===== config.mk =====
export PLATFORM = sky130hd
export DESIGN_NAME = efuse_chain_seq
export DESIGN_NICKNAME = d
export VERILOG_FILES = /design/src/rtl/efuse_seq_pkg.sv /design/src/rtl/efuse_seq_dp.sv /design/src/rtl/efuse_seq_ctrl.sv /design/src/rtl/efuse_chain_seq.sv
export SDC_FILE = /design/constraint.sdc
export NUM_CORES = 1
export LEC_CHECK = 0
export ABC_AREA = 1
export CAP_MARGIN = 20
export CORE_ASPECT_RATIO = 1.4
export CORE_MARGIN = 2
export CORE_UTILIZATION = 48
export CTS_CLUSTER_DIAMETER = 60
export CTS_CLUSTER_SIZE = 14
export DETAILED_ROUTE_END_ITERATION = 16
export PLACE_DENSITY_LB_ADDON = 0.05
export SLEW_MARGIN = 20
export SYNTH_ARGS = -nofsm -noshare
export SYNTH_HDL_FRONTEND = slang
export SYNTH_SLANG_ARGS = --single-unit
export TNS_END_PERCENT = 30

===== constraint.sdc =====
create_clock -name clk -period 3.1 [get_ports clk]
set_input_delay 0.31 -clock clk [delete_from_list [all_inputs] [get_ports clk]]
set_output_delay 0.31 -clock clk [all_outputs]
set_load 0.1 [all_outputs]

===== src/rtl/efuse_seq_pkg.sv =====
package efuse_seq_pkg;

  typedef enum logic [2:0] {
    ST_INIT       = 3'd0,
    ST_WAIT_EN    = 3'd1,
    ST_INRUSH     = 3'd2,
    ST_STEADY     = 3'd3,
    ST_OC_BLANK   = 3'd4,
    ST_SHUTDOWN   = 3'd5,
    ST_LATCHED    = 3'd6,
    ST_RETRY_WAIT = 3'd7
  } seqState_t;

  // strobes from the control FSM to the datapath
  typedef struct packed {
    logic cntClr;    // restart the shared window counter
    logic cntRun;    // advance the window counter
    logic selRetry;  // compare against the retry delay instead of blanking
    logic faultSet;  // a self-started shutdown was decided this cycle
  } seqStrobe_t;

endpackage


===== src/rtl/efuse_seq_dp.sv =====
module efuse_seq_dp
  import efuse_seq_pkg::*;
#(
  parameter int CUR_W       = 10,
  parameter int V_W         = 10,
  parameter int OC_CFG_W    = 8,
  parameter int RETRY_W     = 4,
  parameter int OC_UNIT     = 4,
  parameter int RETRY_UNIT  = 8,
  parameter int FIXED_FT    = 900,
  parameter int SYNC_STAGES = 2
) (
  input  logic               clk,
  input  logic               rstN,
  input  seqStrobe_t         strb,
  input  logic               pullDown,
  input  logic               swenIn,
  input  logic               enable,
  input  logic               clearFaults,
  input  logic [CUR_W-1:0]   currentCode,
  input  logic [CUR_W-1:0]   ilimLevel,
  input  logic [CUR_W-1:0]   ocLevel,
  input  logic [V_W-1:0]     vinCode,
  input  logic [V_W-1:0]     vinUvTh,
  input  logic [V_W-1:0]     vinOvTh,
  input  logic [V_W-1:0]     voutCode,
  input  logic [V_W-1:0]     voutPgTh,
  input  logic [OC_CFG_W-1:0] ocTimerCfg,
  input  logic [RETRY_W-1:0] retryCfg,
  output logic               swenHigh,
  output logic               swenLowExt,
  output logic               underVolt,
  output logic               overVolt,
  output logic               ftInrush,
  output logic               ftSteady,
  output logic               voutLow,
  output logic               tmrExpired,
  output logic               faultFlag
);

  localparam int OC_LIM_W  = OC_CFG_W + $clog2(OC_UNIT + 1);
  localparam int RET_LIM_W = RETRY_W + $clog2(RETRY_UNIT + 1);
  localparam int CNT_W     = (OC_LIM_W > RET_LIM_W) ? OC_LIM_W : RET_LIM_W;
  localparam int FT_W      = CUR_W + 3;

  // ---------------- shared line synchroniser with own-drive mask
  logic [SYNC_STAGES-1:0] syncQ;
  logic [SYNC_STAGES-1:0] drvHist;
  logic                   ownMask;

  always_ff @(posedge clk or negedge rstN) begin
    if (!rstN) begin
      syncQ   <= '0;
      drvHist <= '1;
    end else begin
      syncQ   <= {syncQ[SYNC_STAGES-2:0], swenIn};
      drvHist <= {drvHist[SYNC_STAGES-2:0], pullDown};
    end
  end

  assign ownMask    = pullDown | (|drvHist);
  assign swenHigh   =  syncQ[SYNC_STAGES-1] & ~ownMask;
  assign swenLowExt = ~syncQ[SYNC_STAGES-1] & ~ownMask;

  // ---------------- threshold comparisons
  assign underVolt = vinCode < vinUvTh;
  assign overVolt  = vinCode > vinOvTh;
  assign voutLow   = voutCode < voutPgTh;

  logic [FT_W-1:0] curX2, curX1, ilimX3, ocX2;
  assign curX1  = FT_W'(currentCode);
  assign curX2  = FT_W'(currentCode) * FT_W'(2);
  assign ilimX3 = FT_W'(ilimLevel) * FT_W'(3);
  assign ocX2   = FT_W'(ocLevel) * FT_W'(2);

  assign ftInrush = curX2 > ilimX3;
  assign ftSteady = (curX1 > ocX2) || (curX1 >= FT_W'(FIXED_FT));

  // ---------------- shared window counter (blanking and retry delay)
  logic [CNT_W-1:0] tmrCnt;
  logic [CNT_W-1:0] ocLim, retLim, curLim;

  assign ocLim  = CNT_W'(ocTimerCfg) * CNT_W'(OC_UNIT);
  assign retLim = CNT_W'(retryCfg) * CNT_W'(RETRY_UNIT);
  assign curLim = strb.selRetry ? retLim : ocLim;

  always_ff @(posedge clk or negedge rstN) begin
    if (!rstN)            tmrCnt <= '0;
    else if (strb.cntClr) tmrCnt <= '0;
    else if (strb.cntRun) tmrCnt <= tmrCnt + 1'b1;
  end

  assign tmrExpired = ({1'b0, tmrCnt} + (CNT_W+1)'(1)) >= {1'b0, curLim};

  // ---------------- sticky fault flag
  logic enPrev;
  logic faultClr;

  always_ff @(posedge clk or negedge rstN) begin
    if (!rstN) enPrev <= 1'b0;
    else       enPrev <= enable;
  end

  assign faultClr = clearFaults | (enable & ~enPrev);

  always_ff @(posedge clk or negedge rstN) begin
    if (!rstN)              faultFlag <= 1'b0;
    else if (strb.faultSet) faultFlag <= 1'b1;
    else if (faultClr)      faultFlag <= 1'b0;
  end

  // the flag holds unless a clear arrives
  assert_fault_sticky_R11: assert property (@(posedge clk) disable iff (!rstN)
    (faultFlag && !faultClr) |=> faultFlag);

  // the flag only rises from a shutdown decision
  assert_fault_source_R11: assert property (@(posedge clk) disable iff (!rstN)
    $rose(faultFlag) |-> $past(strb.faultSet));

endmodule


===== src/rtl/efuse_seq_ctrl.sv =====
module efuse_seq_ctrl
  import efuse_seq_pkg::*;
#(
  parameter int RETRY_W = 4
) (
  input  logic               clk,
  input  logic               rstN,
  input  logic               enable,
  input  logic               initDone,
  input  logic               ocDetect,
  input  logic               gateHigh,
  input  logic               scRetry,
  input  logic [RETRY_W-1:0] retryCfg,
  input  logic               swenHigh,
  input  logic               swenLowExt,
  input  logic               underVolt,
  input  logic               overVolt,
  input  logic               ftInrush,
  input  logic               ftSteady,
  input  logic               voutLow,
  input  logic               tmrExpired,
  output seqState_t          state,
  output seqStrobe_t         strb,
  output logic               swenPullDown,
  output logic               pgPullDown,
  output logic               gateOn
);

  seqState_t nxt;
  logic      vinBad;

  assign vinBad = underVolt | overVolt;

  always_comb begin
    nxt  = state;
    strb = '0;
    unique case (state)
      ST_INIT: begin
        if (enable && initDone) nxt = ST_WAIT_EN;
      end
      ST_WAIT_EN: begin
        if (!enable)       nxt = ST_INIT;
        else if (vinBad) begin
          nxt = ST_SHUTDOWN;
          strb.faultSet = 1'b1;
        end
        else if (swenHigh) nxt = ST_INRUSH;
      end
      ST_INRUSH: begin
        if (!enable) nxt = ST_INIT;
        else if (vinBad) begin
          nxt = ST_SHUTDOWN;
          strb.faultSet = 1'b1;
        end
        else if (ftInrush) begin
          nxt = scRetry ? ST_INRUSH : ST_LATCHED;
          strb.faultSet = 1'b1;
        end
        else if (swenLowExt) nxt = ST_WAIT_EN;
        else if (gateHigh)   nxt = ST_STEADY;
      end
      ST_STEADY: begin
        if (!enable) nxt = ST_INIT;
        else if (vinBad) begin
          nxt = ST_SHUTDOWN;
          strb.faultSet = 1'b1;
        end
        else if (ftSteady) begin
          nxt = scRetry ? ST_INRUSH : ST_LATCHED;
          strb.faultSet = 1'b1;
        end
        else if (swenLowExt) nxt = ST_WAIT_EN;
        else if (ocDetect) begin
          nxt = ST_OC_BLANK;
          strb.cntClr = 1'b1;
        end
      end
      ST_OC_BLANK: begin
        strb.cntRun = 1'b1;
        if (!enable) nxt = ST_INIT;
        else if (vinBad) begin
          nxt = ST_SHUTDOWN;
          strb.faultSet = 1'b1;
        end
        else if (ftSteady) begin
          nxt = scRetry ? ST_INRUSH : ST_LATCHED;
          strb.faultSet = 1'b1;
        end
        else if (swenLowExt) nxt = ST_WAIT_EN;
        else if (!ocDetect)  nxt = ST_STEADY;
        else if (tmrExpired) begin
          nxt = ST_LATCHED;
          strb.faultSet = 1'b1;
        end
      end
      ST_SHUTDOWN: begin
        if (!enable || !vinBad) nxt = ST_INIT;
      end
      ST_LATCHED: begin
        if (!enable) nxt = ST_INIT;
        else if (|retryCfg) begin
          nxt = ST_RETRY_WAIT;
          strb.cntClr = 1'b1;
        end
      end
      ST_RETRY_WAIT: begin
        strb.cntRun   = 1'b1;
        strb.selRetry = 1'b1;
        if (!enable || tmrExpired) nxt = ST_INIT;
      end
      default: nxt = ST_INIT;
    endcase
  end

  always_ff @(posedge clk or negedge rstN) begin
    if (!rstN) state <= ST_INIT;
    else       state <= nxt;
  end

  assign swenPullDown = state inside {ST_INIT, ST_SHUTDOWN, ST_LATCHED, ST_RETRY_WAIT};
  assign gateOn       = state inside {ST_INRUSH, ST_STEADY, ST_OC_BLANK};
  assign pgPullDown   = !((state inside {ST_STEADY, ST_OC_BLANK}) && !voutLow);

  // INIT is left only with enable and initDone both high
  assert_init_exit_R1: assert property (@(posedge clk) disable iff (!rstN)
    ($past(state) == ST_INIT && state != ST_INIT) |-> $past(enable && initDone));

  // gate turn-on follows a clean high readback of the shared line
  assert_gate_needs_line_R2: assert property (@(posedge clk) disable iff (!rstN)
    $rose(gateOn) |-> ($past(swenHigh) || $past(ftInrush)));

  // power-good release comes from a finished ramp or a recovered output
  assert_pg_release_R3: assert property (@(posedge clk) disable iff (!rstN)
    $fell(pgPullDown) |-> ($past(gateHigh) || $past(state) inside {ST_STEADY, ST_OC_BLANK}));

  // blanking is only held while overcurrent is present
  assert_blank_needs_oc_R4: assert property (@(posedge clk) disable iff (!rstN)
    (state == ST_OC_BLANK) |-> $past(ocDetect));

  // entry into SHUTDOWN needs an input voltage fault
  assert_shutdown_cause_R7: assert property (@(posedge clk) disable iff (!rstN)
    ($past(state) != ST_SHUTDOWN && state == ST_SHUTDOWN) |-> $past(vinBad));

  // the retry wait ends on timer expiry or on disable
  assert_retry_exit_R10: assert property (@(posedge clk) disable iff (!rstN)
    ($past(state) == ST_RETRY_WAIT && state == ST_INIT) |-> ($past(tmrExpired) || !$past(enable)));

endmodule


===== src/rtl/efuse_chain_seq.sv =====
module efuse_chain_seq
  import efuse_seq_pkg::*;
#(
  parameter int CUR_W       = 10,
  parameter int V_W         = 10,
  parameter int RETRY_W     = 4,
  parameter int OC_UNIT     = 4,
  parameter int RETRY_UNIT  = 8,
  parameter int FIXED_FT    = 900,
  parameter int SYNC_STAGES = 2
) (
  input  logic               clk,
  input  logic               rstN,
  input  logic               enable,
  input  logic               initDone,
  input  logic               swenIn,
  input  logic               ocDetect,
  input  logic               gateHigh,
  input  logic [CUR_W-1:0]   currentCode,
  input  logic [CUR_W-1:0]   ilimLevel,
  input  logic [CUR_W-1:0]   ocLevel,
  input  logic [V_W-1:0]     vinCode,
  input  logic [V_W-1:0]     vinUvTh,
  input  logic [V_W-1:0]     vinOvTh,
  input  logic [V_W-1:0]     voutCode,
  input  logic [V_W-1:0]     voutPgTh,
  input  logic [7:0]         ocTimerCfg,
  input  logic [RETRY_W-1:0] retryCfg,
  input  logic               scRetry,
  input  logic               clearFaults,
  output logic               swenPullDown,
  output logic               pgPullDown,
  output logic               faultFlag,
  output logic               gateOn,
  output logic [2:0]         dbgState
);

  seqState_t  state;
  seqStrobe_t strb;
  logic swenHigh, swenLowExt, underVolt, overVolt;
  logic ftInrush, ftSteady, voutLow, tmrExpired;

  efuse_seq_ctrl #(.RETRY_W(RETRY_W)) u_ctrl (
    .clk, .rstN, .enable, .initDone, .ocDetect, .gateHigh, .scRetry, .retryCfg,
    .swenHigh, .swenLowExt, .underVolt, .overVolt, .ftInrush, .ftSteady,
    .voutLow, .tmrExpired, .state, .strb, .swenPullDown, .pgPullDown, .gateOn
  );

  efuse_seq_dp #(
    .CUR_W(CUR_W), .V_W(V_W), .OC_CFG_W(8), .RETRY_W(RETRY_W),
    .OC_UNIT(OC_UNIT), .RETRY_UNIT(RETRY_UNIT), .FIXED_FT(FIXED_FT),
    .SYNC_STAGES(SYNC_STAGES)
  ) u_dp (
    .clk, .rstN, .strb, .pullDown(swenPullDown), .swenIn, .enable, .clearFaults,
    .currentCode, .ilimLevel, .ocLevel, .vinCode, .vinUvTh, .vinOvTh,
    .voutCode, .voutPgTh, .ocTimerCfg, .retryCfg,
    .swenHigh, .swenLowExt, .underVolt, .overVolt, .ftInrush, .ftSteady,
    .voutLow, .tmrExpired, .faultFlag
  );

  assign dbgState = state;

endmodule


## After elaboration in Yosys (flattened, before gate mapping)

Index checks and enable logic that the tools add are counted.

| storage, ports and cells | value |
|---|---|
| bits in registers | 20 |
| bits of input ports | 101 |
| output and inout bits | 7 |
| word-level logic and storage cells | 115 |

| cells by class | value |
|---|---|
| add/subtract/negate cells | 2 |
| multiply operators | 1 |
| $lt $le $gt $ge | 7 |
| equal/unequal tests | 15 |
| multiplexer cells | 56 |
| bitwise gates (word level) | 9 |
| reductions and logical operators | 19 |

Operator list:

| operator | number |
|---|---|
| 2-to-1 mux 3 bit | 25 |
| 2-to-1 mux 1 bit | 25 |
| case mux 3 bit (8 select lines) | 1 |
| 2-to-1 mux 11 bit | 2 |
| < comparator 10 bit | 2 |
| adder 11 x 1 -> 12 bit (second input constant) | 1 |
| equality test 3 bit (second input constant) | 4 |
| >= comparator 12 x 11 -> 1 bit | 1 |
| greater-than comparator 11 x 12 -> 1 bit | 1 |
| multiplier 10 x 2 -> 12 bit (second input constant) | 1 |
| != test 6 x 5 -> 1 bit (second input constant) | 2 |
| adder 11 x 1 -> 11 bit (second input constant) | 1 |
| greater-than comparator 10 x 11 -> 1 bit | 1 |
| >= comparator 10 bit (second input constant) | 1 |
| greater-than comparator 10 bit | 1 |
| 2-to-1 mux 10 bit | 1 |
| AND reduction 8 bit | 1 |
| != test 7 x 5 -> 1 bit (second input constant) | 1 |
| equality test 3 x 2 -> 1 bit (second input constant) | 2 |
| != test 2 x 1 -> 1 bit (second input constant) | 3 |
| nonzero test 2 bit | 3 |
| zero test 1 bit | 4 |
| != test 4 x 3 -> 1 bit (second input constant) | 1 |
| case mux 1 bit (4 select lines) | 1 |
| 13 further kinds | 23 |

## Logic depth before layout (Yosys ltp)

| logic depth | value |
|---|---|
| depth after elaboration | 12 |
| mapped depth | 23 |
| gate-level depth less buffers | 23 |

## Hierarchy

From an unflattened synthesis, not the netlist that was laid out.

| unflattened totals | value |
|---|---|
| cells, all modules | 537 |
| area, all modules | 3,403.3 um^2 |

By module, submodules not included:

| module | instances | cells each | area each (um^2) | seq. area each (um^2) |
|---|---|---|---|---|
| efuse_seq_dp | 1 | 408 | 2,781.4 | 427.9 |
| efuse_seq_ctrl | 1 | 129 | 621.8 | 75.1 |

## Worst setup path before layout

Ideal clock, no wire load.

| timing path | value |
|---|---|
| path type | register -> register |
| start point | register u_ctrl.state[2] |
| end point | register u_ctrl.state[2] |
| library setup time | 0.120 ns |
| arrival time | 2.829 ns |
| data required time | 2.980 ns |
| setup slack | 0.151 ns |
| cell stages (with the launch flop) | 20 |
| buffers on the path | 0 |
| period minus slack after synthesis | 2.949 ns |
| cells stage by stage | dfrtp_1 -> nand2_1 -> nor2_4 -> inv_1 -> nand2_1 -> inv_1 -> ha_1 -> nand2_1 -> nand2_1 -> nand2_1 -> nand2_1 -> nand2_1 -> a21oi_1 -> nor2_2 -> nand3_1 -> nand2_1 -> nor2_1 -> nand4_1 -> nand2_1 -> nand2_1 |

| on the way | value |
|---|---|
| cells in the longest elaborated chain, start to end | 10 |
| elaborated cells between the ends (all ways) | 39 |
| those cells by class | order compare: 1; eq/ne: 15; mux: 15; bitwise: 4; reduce/logical: 4 |

RTL lines:

| what | RTL line | RTL |
|---|---|---|
| start: declaration | efuse_seq_ctrl.sv:22 | `output seqState_t state,` |
| start signal: assignment | efuse_seq_ctrl.sv:117 | `else state <= nxt;` |
| parallel branches: the longest is 10 deep, another holds >= comparator 12 x 11 -> 1 bit | - |  |

Parallel ways; which one is timed is not known.
A chain may end at the register's enable or synchronous reset.

## Final worst setup path

| timing path | value |
|---|---|
| start point | input ilimLevel[1] |
| end point | register u_dp.faultFlag |

| on the way | value |
|---|---|
| cells in the longest elaborated chain, start to end | 7 |
| elaborated cells between the ends (all ways) | 8 |
| those cells by class | mul: 1; order compare: 1; mux: 5; reduce/logical: 1 |

RTL lines:

| what | RTL line | RTL |
|---|---|---|
| start: declaration | efuse_chain_seq.sv:20 | `input logic [CUR_W-1:0] ilimLevel,` |
| multiplier 10 x 2 -> 12 bit * | efuse_seq_dp.sv:73 | `assign ilimX3 = FT_W'(ilimLevel) * FT_W'(3);` |
| greater-than comparator 11 x 12 -> 1 bit * | efuse_seq_dp.sv:76 | `assign ftInrush = curX2 > ilimX3;` |
| 2-to-1 mux 1 bit * | efuse_seq_ctrl.sv:55 | `else if (ftInrush) begin` |
| 2-to-1 mux 1 bit * | efuse_seq_ctrl.sv:51 | `else if (vinBad) begin` |
| 2-to-1 mux 1 bit * | efuse_seq_ctrl.sv:50 | `if (!enable) nxt = ST_INIT;` |
| case mux 1 bit (4 select lines) * | efuse_seq_ctrl.sv:37 | `unique case (state)` |
| 2-to-1 mux 1 bit / nonzero test 2 bit (equally long branches) | - |  |
| end signal: assignment | efuse_seq_dp.sv:107 | `if (!rstN) faultFlag <= 1'b0;` |
| end signal: assignment | efuse_seq_dp.sv:108 | `else if (strb.faultSet) faultFlag <= 1'b1;` |
| end signal: assignment | efuse_seq_dp.sv:109 | `else if (faultClr) faultFlag <= 1'b0;` |
| end: declaration | efuse_seq_dp.sv:38 | `output logic faultFlag` |

Mark *: on every way between the ends. The rest lies on a longest branch, timed or not.

==> impl_results.md <==
* Outcome: finished, final reports clean
* WS Path Type: input pin to flop
* Sequential share of power at 19.7%
* Max IR drop VDD at 0.489 mV
* Port-buffer cells at 107
* Hold Buf Count CTS at 0
* Area of the multi-input gates at 2630 µm²
* Type of origin of the critical path: input pin
* Worst-Margin Slew at 0.964 ns
* 1st-pass router iterations at 5
* TritonCTS clock tree: done
* Final setup viols at 0
* Core box area at 6940 µm²
* CTS clk-pin slew, worst paths at 0.07 ns
* Fin. Hold Viols at 0
* # DRC at 0
* Hold path startpoint: u_dp.syncQ[0]
* Area leader, netlist: ha_1
* Bufs on Longest Clock Path at 2
* R2R Setup Slk at 0.42 ns
* Post-synthesis cell count at 519
* R2R Path End: u_ctrl.state[1]
* Distinct cells, synth at 43
* P_sw at 1.13 mW
* Antenna violations before repair at 0
* Tcrit/Tclk final at 90.5%
* Area growth syn-to-layout at 43.0%
* Die height at 104 µm
* Die W at 75.6 µm
* Pin count of the biggest net entering global routing at 21
* Max cap viols at 0
* Gate power share at 71.2%
* Seq cells post-synth at 20
* Ys async rst share at 100%
* Hold Path Sink: u_dp.syncQ[1]
* Hold depth at 0
* Synth Warn # at 0
* Total power at 2.14 mW
* Share of post-route cells with drive strength above 1 at 12.3%
* # nets final at 818
* Post-synth top area share at 24.0%
* Post-synthesis compound-gate area fraction at 10.7%
* Hpwl dp at 7950 µm
* Die area at 7870 µm²
* RePlAce Congestion at 0.900
* Main combinational cell family by area after synthesis: simple AND/OR/NAND/NOR gates
* RSZ-0062 raised after global routing: false
* Worst Hold Slack at 0.354 ns
* Vias per cell at 5.03
* Final min period at 2.80 ns
* Starting Density at 49.6%
* Htree depth at 1
* Top-count cell post-synth: nand2_1
* Drt wl/cell at 12.5 µm
* Critical path peak fanout at 4
* GRT Resource Usage Total at 23.3%
* TritonCTS Sinks at 20
* Root buffer cell: clkbuf_8
* Antenna Cells at 0
* R2R cell count at 19
* Mapped Area at 3440 µm²
* Critical Path End Type: flop
* Final ANT Viol Nets at 0
* Clk pwr share at 9.2%
* PwrDens at 435 nW/µm²
* Post-Layout Cell Count at 744
* Wirelength, routed at 9320 µm
* HP Class: flop to flop
* EDFF count, synth at 0
* Synth top cells by count: 131 x nand2_1, 97 x inv_1, 66 x ha_1, 45 x nor2_1, 33 x nand3_1
* First-pass GRT wire length at 15000 µm
* Adder-cell share of the synthesized area at 24.6%
* Vias in the first global route at 3649
* Via count at 3745
* Peak Freq at 357 MHz
* Grt ovf at 0
* Sequential Area at 503 µm²
* Primary FF master, synth: dfrtp_1
* XOR/XNOR Fraction of Synth Area at 4.07%
* Relative slew margins at 35.5%
* Simple-Gate Fraction of Synth Area at 33.4%
* Pins Over Slew Limit at 0
* Req. time, crit path at 3.24 ns
* Row Count at 36
* Fill cells at 583
* Top cells by area, synth: ha_1 24%, nand2_1 14%, dfrtp_1 13%
* Clock Latency Late Sink at 0.26 ns
* Int Power at 1.01 mW
* Dpl cells at 739
* Register area share after synthesis at 14.6%
* Io pins at 108
* CTS Buf Count at 3
* Reg-to-reg startpoint: u_ctrl.state[2]
* CP Data Arrival Time at 2.94 ns
* Switching fraction of total power at 52.8%
* Leak pwr at 2.68 nW
* Synthesized Nets at 687
* Syn avg cell area at 6.63 µm²
* Proportion of synthesized area in mux cells at 1.16%
* Clock skew at 0.00709 ns
* Initial drt markers at 134
* Total negative slack at 0 ns
power by group through the flow:
stage | clock network [mW] | registers, mW | logic, mW
floorplan | 0 | 0.578 | 0.894
global placement | 0 | 0.418 | 1.47
detailed placement | 0 | 0.424 | 1.50
CTS | 0.202 | 0.419 | 1.51
global route | 0.212 | 0.428 | 1.68
finish | 0.196 | 0.421 | 1.52
flip-flops by register name, indices dropped and copies added, names as in the netlist:
name,count
u_ctrl.state,3
u_dp.enPrev,1
u_dp.tmrCnt,11
u_dp.faultFlag,1
u_dp.drvHist,2
u_dp.syncQ,2
worst max-delay path: stages:
cell,delay [ns]
dlymetal6s2s_1,0.16
buf_4,0.17
fa_1,0.45
nand4_1,0.12
nand3_2,0.12
a31oi_4,0.19
xnor2_1,0.08
ha_1,0.29
nand2_1,0.07
nor2_1,0.11
nand3_2,0.09
nor3_2,0.14
nor2_1,0.07
nand2_1,0.07
inv_2,0.05
nand2_2,0.09
nor2_1,0.04
o21ai_0,0.15
nand2_1,0.07
nand2_1,0.06
nand2_1,0.05
placed cells by master, fill, tap and decap left out, types with 2 or more instances in the layout:
cell type	n
inv_2	4
nand3_1	28
nand3b_1	2
buf_4	26
ha_4	3
dfstp_2	2
o21ai_0	3
clkinv_1	2
xnor2_1	4
clkbuf_8	4
nand4_1	9
nand2_1	130
ha_1	63
or2_2	2
nand3_2	7
o21ai_2	6
clkdlybuf4s50_1	93
dfrtp_1	18
a21o_1	4
xor2_1	12
o21ai_1	3
a21oi_1	24
o211ai_1	4
nor3_1	6
inv_1	96
nor2_2	8
nand2_2	6
dlymetal6s2s_1	8
nor2_1	45
nand2_4	4
mux2i_1	4
o21a_1	2
through the flow:
stage / area [µm²] / setup slack (ns) / util, %
after CTS: 4810 / 0.0219 / 69.3
after global routing: 4920 / 0.0534 / 70.9
after floorplan: 3440 / 0.151 / -
final: 4920 / 0.296 / 70.9
after global placement: 4750 / -0.174 / 68.5
after detailed placement: 4750 / -0.236 / 68.5
worst max path at each step:
stage / start / slack, ns / to / cells after the start
detailed placement: ilimLevel[0] / -0.24 / u_dp.faultFlag / 21
global route: ilimLevel[1] / 0.05 / u_ctrl.state[1] / 22
finish: ilimLevel[1] / 0.30 / u_dp.faultFlag / 21
global placement: ilimLevel[0] / -0.17 / u_dp.faultFlag / 21
floorplan: u_ctrl.state[2] / 0.15 / u_ctrl.state[2] / 19
CTS: ilimLevel[0] / 0.02 / u_dp.faultFlag / 21
final cells by class:
| cell class | instances | share of cell area, % |
|---|---|---|
| Timing Repair Buffer | 127 | 24.9 |
| Tap cell | 95 | 2.42 |
| Multi-Input combinational cell | 395 | 53.4 |
| Clock buffer | 4 | 1.12 |
| Sequential cell | 20 | 10.2 |
| Inverter | 103 | 7.91 |
logic make-up after synthesis:
| kind of cell | Yosys count |
|---|---|
| AND/OR/NAND/NOR | 252 |
| buffers and inverters | 104 |
| adder cells (fa/ha/maj) | 67 |
| AO/OA/AOI/OAI | 56 |
| flip-flops | 20 |
| XOR/XNOR | 16 |
| multiplexers | 4 |
timing repair:
action                                 in CTS  in global routing
setup endpoints to repair                   0                  4
endpoints found under the hold margin       0                  0
resized for setup                           0                 22
setup buffers                               0                  1
routing by layer:
layer	vias up	track usage, %	part of all wire [%]
met5	-	0	0
met1	1691	26.9	41
met2	103	43.3	52
li1	1933	-	-
met4	0	6.89	2.3
met3	18	1.94	4.5
No activity file was read; power rests on OpenSTA's default activity.
